$ cat src/rtl/colgen_pkg.sv
package colgen_pkg;

  typedef enum logic [2:0] {
    LEN_ONE  = 3'b000,
    LEN_TWO  = 3'b001,
    LEN_FOUR = 3'b010,
    LEN_OCT  = 3'b011,
    LEN_PAGE = 3'b111
  } len_code_e;

  localparam int MAX_FIN_LOG = 3;  // longest finite burst is 2**3 beats

endpackage

$ cat src/rtl/colgen_len_dec.sv
module colgen_len_dec
  import colgen_pkg::*;
#(
  parameter int COL_W = 9
) (
  input  logic [2:0]       len_sel,
  input  logic             ilv_order,
  output logic [COL_W-1:0] win_mask,
  output logic             page_mode
);

  function automatic logic [COL_W-1:0] low_ones(input int unsigned nbits);
    logic [COL_W-1:0] m;
    m = '0;
    for (int i = 0; i < COL_W; i++) begin
      if (i < nbits) m[i] = 1'b1;
    end
    return m;
  endfunction

  int unsigned len_log;

  always_comb begin
    page_mode = 1'b0;
    case (len_sel)
      LEN_ONE:  len_log = 0;
      LEN_TWO:  len_log = 1;
      LEN_FOUR: len_log = 2;
      LEN_OCT:  len_log = MAX_FIN_LOG;
      LEN_PAGE: begin
        len_log   = MAX_FIN_LOG;
        page_mode = !ilv_order;  // interleaved page falls back to 8
      end
      default:  len_log = MAX_FIN_LOG;  // reserved codes act as 8
    endcase
    win_mask = page_mode ? '1 : low_ones(len_log);
  end

  always_comb begin
    assert_page_only_linear_R7: assert (!(page_mode && ilv_order));
  end

endmodule

$ cat src/rtl/colgen_seq.sv
module colgen_seq #(
  parameter int COL_W = 9
) (
  input  logic             clk,
  input  logic             rst_n,
  input  logic             go,
  input  logic             go_wr,
  input  logic             stop,
  input  logic [COL_W-1:0] start_col,
  input  logic [COL_W-1:0] mask_in,
  input  logic             page_in,
  input  logic             ilv_in,
  output logic             run,
  output logic [COL_W-1:0] beat,
  output logic [COL_W-1:0] base,
  output logic [COL_W-1:0] mask,
  output logic             page,
  output logic             ilv,
  output logic             wr,
  output logic             at_end
);

  assign at_end = run && !page && (beat == mask);

  always_ff @(posedge clk) begin
    if (!rst_n) begin
      run  <= 1'b0;
      beat <= '0;
      base <= '0;
      mask <= '0;
      page <= 1'b0;
      ilv  <= 1'b0;
      wr   <= 1'b0;
    end else if (go) begin
      run  <= 1'b1;
      beat <= '0;
      base <= start_col;
      mask <= mask_in;
      page <= page_in;
      ilv  <= ilv_in;
      wr   <= go_wr;
    end else if (stop || at_end) begin
      run  <= 1'b0;
      beat <= '0;
    end else if (run) begin
      beat <= beat + COL_W'(1);
    end
  end

  assert_beat_in_window_R5: assert property (@(posedge clk) disable iff (!rst_n)
    run |-> ((beat & ~mask) == '0));
  assert_stop_idles_R9: assert property (@(posedge clk) disable iff (!rst_n)
    (stop && !go) |=> !run);
  assert_end_idles_R8: assert property (@(posedge clk) disable iff (!rst_n)
    (at_end && !go) |=> !run);
  assert_start_loads_R10: assert property (@(posedge clk) disable iff (!rst_n)
    go |=> (run && beat == '0 && base == $past(start_col)));
  assert_advance_R5: assert property (@(posedge clk) disable iff (!rst_n)
    (run && !go && !stop && !at_end) |=> (run && beat == $past(beat) + COL_W'(1)));
  assert_latched_R11: assert property (@(posedge clk) disable iff (!rst_n)
    (run && !go) |=> ($stable(base) && $stable(mask) && $stable(ilv) && $stable(page)));

endmodule

$ cat src/rtl/colgen_addr_map.sv
module colgen_addr_map #(
  parameter int COL_W = 9
) (
  input  logic             run,
  input  logic             ilv,
  input  logic [COL_W-1:0] base,
  input  logic [COL_W-1:0] beat,
  input  logic [COL_W-1:0] mask,
  output logic [COL_W-1:0] col
);

  function automatic logic [COL_W-1:0] linear_col(input logic [COL_W-1:0] b,
                                                  input logic [COL_W-1:0] k,
                                                  input logic [COL_W-1:0] m);
    return (b & ~m) | ((b + k) & m);
  endfunction

  function automatic logic [COL_W-1:0] xor_col(input logic [COL_W-1:0] b,
                                               input logic [COL_W-1:0] k,
                                               input logic [COL_W-1:0] m);
    return b ^ (k & m);
  endfunction

  logic [COL_W-1:0] lin_c, xor_c;

  assign lin_c = linear_col(base, beat, mask);
  assign xor_c = xor_col(base, beat, mask);
  assign col   = !run ? '0 : (ilv ? xor_c : lin_c);

  always_comb begin
    assert_upper_fixed_R3: assert (!run || ((col & ~mask) == (base & ~mask)));
  end

endmodule

$ cat src/rtl/sdram_burst_colgen.sv
module sdram_burst_colgen #(
  parameter int COL_W = 9
) (
  input  logic             clk,
  input  logic             rst_n,
  input  logic             start_rd,
  input  logic             start_wr,
  input  logic             stop_burst,
  input  logic [COL_W-1:0] start_col,
  input  logic [2:0]       len_sel,
  input  logic             ilv_order,
  output logic [COL_W-1:0] col_addr,
  output logic             busy,
  output logic             final_beat,
  output logic             burst_is_wr
);

  logic             go_any;
  logic [COL_W-1:0] dec_mask, r_beat, r_base, r_mask;
  logic             dec_page, r_page, r_ilv, r_wr;

  assign go_any = start_rd | start_wr;

  colgen_len_dec #(.COL_W(COL_W)) u_dec (
    .len_sel   (len_sel),
    .ilv_order (ilv_order),
    .win_mask  (dec_mask),
    .page_mode (dec_page)
  );

  colgen_seq #(.COL_W(COL_W)) u_seq (
    .clk       (clk),
    .rst_n     (rst_n),
    .go        (go_any),
    .go_wr     (start_wr),
    .stop      (stop_burst),
    .start_col (start_col),
    .mask_in   (dec_mask),
    .page_in   (dec_page),
    .ilv_in    (ilv_order),
    .run       (busy),
    .beat      (r_beat),
    .base      (r_base),
    .mask      (r_mask),
    .page      (r_page),
    .ilv       (r_ilv),
    .wr        (r_wr),
    .at_end    (final_beat)
  );

  colgen_addr_map #(.COL_W(COL_W)) u_map (
    .run  (busy),
    .ilv  (r_ilv),
    .base (r_base),
    .beat (r_beat),
    .mask (r_mask),
    .col  (col_addr)
  );

  assign burst_is_wr = busy & r_wr;

  assert_page_no_final_R6: assert property (@(posedge clk) disable iff (!rst_n)
    (busy && r_page) |-> !final_beat);
  assert_first_col_R2: assert property (@(posedge clk) disable iff (!rst_n)
    go_any |=> (busy && col_addr == $past(start_col)));
  assert_write_wins_R12: assert property (@(posedge clk) disable iff (!rst_n)
    (start_rd && start_wr) |=> burst_is_wr);
  assert_idle_quiet_R1: assert property (@(posedge clk) disable iff (!rst_n)
    !busy |-> (col_addr == '0 && !final_beat && !burst_is_wr));

endmodule

$ cat config.mk
export PLATFORM = sky130hd
export DESIGN_NAME = sdram_burst_colgen
export DESIGN_NICKNAME = d
export VERILOG_FILES = /design/src/rtl/colgen_pkg.sv /design/src/rtl/colgen_len_dec.sv /design/src/rtl/colgen_seq.sv /design/src/rtl/colgen_addr_map.sv /design/src/rtl/sdram_burst_colgen.sv
export SDC_FILE = /design/constraint.sdc
export NUM_CORES = 1
export LEC_CHECK = 0
export BUFFER_PORTS_ARGS = -buffer_cell sky130_fd_sc_hd__clkbuf_2
export CELL_PAD_IN_SITES_DETAIL_PLACEMENT = 1
export CELL_PAD_IN_SITES_GLOBAL_PLACEMENT = 1
export CORE_UTILIZATION = 29
export DETAILED_ROUTE_END_ITERATION = 16
export GPL_ROUTABILITY_DRIVEN = 0
export GPL_TIMING_DRIVEN = 0
export PLACE_DENSITY = 0.61
export SETUP_SLACK_MARGIN = 0.02
export SKIP_LAST_GASP = 1
export SYNTH_ARGS = -nofsm -noshare
export SYNTH_HDL_FRONTEND = slang
export SYNTH_SLANG_ARGS = --single-unit
export TNS_END_PERCENT = 50
$ cat constraint.sdc
create_clock -name clk -period 5.4 [get_ports clk]
set_input_delay 0.54 -clock clk [delete_from_list [all_inputs] [get_ports clk]]
set_output_delay 0.54 -clock clk [all_outputs]
set_load 0.005 [all_outputs]
### Yosys cells after proc, flatten, opt, wreduce, memory -nomap -nowiden

Cells that the tools add are included.

* bits in read-only memories: 0
* word-level logic and storage cells: 55
* bits in writable memories: 0
* memories kept: 0
* latch bits: 0
* bits of input ports: 18
* output and inout port bits: 12
* register bits: 31

* muxes and demuxes: 16
* shift operators: 0
* order comparisons: 9
* reduce and logical (&&, ||, !) cells: 8
* multipliers: 0
* bitwise gates (word level): 9
* add/subtract/negate cells: 2
* divide/modulo/power cells: 0
* eq/ne operators: 4

Operators by type and width (count)
* $and 9x9->9: 3
* $mux 9: 3
* $lt 3x2->1 const A: 4
* $mux 1: 12
* $add 9x1->9 const B: 1
* $add 9x9->9: 1
* $eq 9x9->1: 1
* $not 9->9: 1
* $or 9x9->9: 1
* $xor 9x9->9: 1
* $pmux 2 s3: 1
* $lt 1x2->1 const A: 2
* $lt 2x2->1 const A: 2
* $lt 4x2->1 const A: 1
* $eq 3x1->1 const B: 1
* $eq 3x2->1 const B: 1
* $eq 3x3->1 const B: 1
* $logic_not 3->1: 1
* $reduce_or 3->1: 1
* $logic_and 1x1->1: 2
* $logic_not 1->1: 2
* $reduce_bool 2->1: 1
* $and 1x1->1: 1
* $logic_or 1x1->1: 1
* 2 further kinds: 2

### Longest topological paths before layout

* word-level depth: 6
* gate-level depth with buffers: 7
* gate-level depth less buffers: 7

### Hierarchy

From an unflattened synthesis, not the netlist that was laid out.

* cell total of the unflattened synthesis: 243
* area total of the unflattened synthesis: 2117.0 sq um

Modules (own cells, without submodules)
* colgen_seq: cells each 130, times used 1, area each 1348.8 sq um
* colgen_addr_map: cells each 101, times used 1, area each 678.2 sq um
* colgen_len_dec: cells each 10, times used 1, area each 77.6 sq um
* sdram_burst_colgen: cells each 2, times used 1, area each 12.5 sq um

### Worst setup path before layout

OpenSTA, ideal clock, no wires.

* path kind: reg-to-output
* start: register u_seq.beat[0]
* end: output port col_addr[6]
* cell stages (with the launch flop): 8
* required time: 4860 ps
* path slack: 2888 ps
* data arrival time: 1972 ps
* cell sequence: dfxtp_1 ha_1 fa_1 a211oi_1 o21ai_0 mux2_2 a31oi_1 o21a_1

* cells in the longest elaborated chain, start to end: 5

RTL lines
* from (decl): RTL line colgen_seq.sv:14 `output logic [COL_W-1:0] beat,`
* from (signal assigned): RTL line colgen_seq.sv:46 `beat <= beat + COL_W'(1);`
* $add 9x9->9: RTL line colgen_addr_map.sv:15 `return (b & ~m) | ((b + k) & m);`
* $and 9x9->9: RTL line colgen_addr_map.sv:15
* $or 9x9->9: RTL line colgen_addr_map.sv:15
* $mux 9 (2 in a row): RTL line colgen_addr_map.sv:28 `assign col = !run ? '0 : (ilv ? xor_c : lin_c);`
* to (decl): RTL line sdram_burst_colgen.sv:12 `output logic [COL_W-1:0] col_addr,`

Every way passes these cells.

### Worst setup path in the final report

Same ends and word-level chain as after synthesis.

==> results.toml <==
[outcome]
status = "finished clean"

[timing]
period_needed_ns = 3.200
slew_viol_final = 0
rsz0062_at_grt = "no"
period_share_pct = 59.25
setup_violations = 0
worst_pin_slew_ns = 0.5964
tns_ns = 0
max_freq_mhz = 312.5
skew_ns = 0.01070
slew_headroom_pct = 60.24
final-hold-violation-count = 0

[global_route]
grt_pass1_wl_um = 8224
grt_remaining_overflow = 0
grt_start_max_net_pins = 16
grt_use_total_pct = 16.49
antenna_found_initial = 0
grt_pass1_vias = 1684

[yosys]
synth_area_um2 = 1809
synth_fp_nets = 263
ys_seq_area_share_pct = 27.66
syn-instance-count = 226
async_reset_ff_share_pct = 0
ys_top_cells_by_area = "dfxtp_1, ha_1, nand2_1"
synth_edf_count = 0
ys.flop_type = "dfxtp_1"
synthDistinctLibCells = 47
yosysTopAreaCell = "dfxtp_1"
syn_avg_cell_area_um2 = 8.005
synth_top_area_share_pct = 27.66
ys.warnings.count = 0
synth-seq-cells = 25

[worst_setup_path]
reg2reg_slack_ns = 3.50
critPathSlowestCell = "fa_1"
r2r-end = "u_seq.run"
slowest_delay_ns = 0.45
timing.rr.start = "u_seq.mask[7]"
cp_cell_sequence = "ha_1 -> fa_1 -> a211oi_1 -> o21ai_0 -> mux2_2 -> a31oi_1 -> o21a_1 -> clkbuf_2"
cp_max_fo = 7
criticalPathCategory = "reg2out"
crit_path_end_kind = "output port"
rr_worst_depth = 6
crit_path_start_kind = "flop"
crit_arrival_ns = 2.66
crit_required_ns = 4.86

[pwr]
powerDensity_nw_per_um2 = 182.9
irDropWorstVdd_v = 0.0001027
leakage_nw = 0.8916

[floorplanning]
die_h_um = 80.99
std_cell_rows = 28
die_x_um = 80.99
core_um2 = 5956
start_util_pct = 30.38
fp.dieArea_um2 = 6559
ios = 30

[final_layout]
diodes = 0
finish.instance_area_um2 = 2097
nets = 297
drive_above_1_share_pct = 18.92
synthToLayoutAreaGrowth_pct = 15.91

[routing]
routed_wl_um = 4962
viasPerCell = 5.135
dr.first_iter.drc_count = 34
drc = 0
ant_nets = 0
drt-pass1-iter-count = 4
wl_per_cell_um = 14.86
num_vias = 1715

[hold_path]
hp-start = "start_col[8]"
hold_end = "u_seq.base[8]"
hold_path.class = "in2reg"
holdPathStages = 3

[clock_network]
cts_max_level = 1
clk_latency_ns = 0.27
cts_tree = "built"
cts_root_buffer = "clkbuf_8"
cts_resized = 0
cts.clk_slew.worst_paths_ns = 0.10
cts_buffers = 3
post-cts-setup-buffers = 0
cts_buffer_depth = 2
hold_buffers = 0
clock-sinks = 25

[place]
dpl-instance-area_um2 = 2048
place.port_buffers = 29
place.detailed.hpwl_um = 3993

[run]
drv_cap = 0
flip-flops by register name (all words and copies together) (netlist names):
name / flops
u_seq.base: 9
u_seq.beat: 9
u_seq.ilv: 1
u_seq.mask: 4
u_seq.run: 1
u_seq.wr: 1
metal layers:
layer	vias up	track usage (%)	share of wire, %
li1	876	-	-
met2	28	28.32	45
met3	4	2.247	3.2
met5	-	0	0
met1	807	21.92	51
met4	0	3.214	0.67
cell families after synthesis:
| kind of cell | after synthesis | synth area share, % |
|---|---|---|
| buffers and inverters | 16 | 3.803 |
| muxes | 4 | 2.282 |
| AOI/OAI and AO/OA | 54 | 19.57 |
| xor gates and xnor gates | 13 | 6.293 |
| DFF | 25 | 27.66 |
| and+or+nand+nor | 95 | 26.83 |
| adders and majority gates | 19 | 13.55 |
power breakdown:
group	switching [mW]	internal [mW]	leakage [nW]
Combinational	0.0366	0.0307	0.664
Clock	0.0623	0.0523	0.0217
Sequential	0.00962	0.192	0.205
worst max path at each step:
stage	start	end	slack, ns
global placement	u_seq.beat[0]	col_addr[6]	2.49
finish	u_seq.beat[0]	col_addr[6]	2.20
CTS	u_seq.beat[0]	col_addr[6]	2.16
detailed placement	u_seq.beat[0]	col_addr[6]	2.50
floorplan	u_seq.beat[0]	col_addr[6]	2.89
global route	u_seq.beat[0]	col_addr[6]	2.05
placed cells by master (no fill, tap or decap), types with 2 or more instances in the layout:
master and count:
a21boi_0 10, clkbuf_2 29, o22ai_1 5, or3_1 2, a21oi_1 8, a31oi_1 5
and3_1 3, mux2i_1 3, nand4_1 6, nand2b_1 6, dfxtp_1 25, clkbuf_1 7
clkbuf_8 3, nor2b_1 4, xor2_1 8, nor2_2 9, nor4_1 2, ha_1 18
nor2_1 10, a211oi_1 4, nand2_1 37, o21ai_0 12, xnor2_1 5, inv_1 6
nand3_1 2, o21a_1 2, nor3_1 5
synth_stat cells (all sizes together), types with 2 or more instances:
| cell | instances |
|---|---|
| nand2 | 37 |
| dfxtp | 25 |
| nor2 | 19 |
| ha | 18 |
| o21ai | 13 |
| a21boi | 10 |
| a21oi | 8 |
| xor2 | 8 |
| clkbuf | 7 |
| inv | 6 |
| nand2b | 6 |
| nand4 | 6 |
| a31oi | 5 |
| nor3 | 5 |
| o22ai | 5 |
| xnor2 | 5 |
| a211oi | 4 |
| and3 | 4 |
| nor2b | 4 |
| mux2i | 3 |
| buf | 2 |
| nand3 | 2 |
| nor4 | 2 |
| o21a | 2 |
| or2 | 2 |
| or3 | 2 |
per-stage QoR:
stage | total power [mW] | std cells | util, % | hold slack (ns) | setup WS, ns
after floorplan | 0.2464 | 226 | - | 0.4705 | 2.888
after global placement | 0.2729 | 330 | 34.39 | 0.4861 | 2.485
after detailed placement | 0.2742 | 330 | 34.39 | 0.5080 | 2.504
after CTS | 0.3910 | 334 | 35.21 | 0.4839 | 2.156
after global routing | 0.4055 | 334 | 35.21 | 0.4955 | 2.053
final | 0.3836 | 334 | 35.21 | 0.4872 | 2.200
worst max-delay path: cells and delay by family (launching register included):
| kind | cells | cell delay (ns) |
|---|---|---|
| compound gates | 4 | 0.85 |
| fa+ha+maj | 2 | 0.72 |
| buf+inv | 1 | 0.10 |
| flops | 1 | 0.41 |
| mux | 1 | 0.30 |
area by class of cell:
cell class / count / area (um^2)
Sequential cell: 25 / 500.5
Timing Repair Buffer: 29 / 145.1
Multi-Input combinational cell: 185 / 1240
Inverter: 7 / 27.53
Buffer: 9 / 41.29
Clock inverter: 1 / 7.507
Clock buffer: 3 / 41.29
Fill cell: 772 / 3859
Tap cell: 75 / 93.84
(Power assumes the default switching activity.)
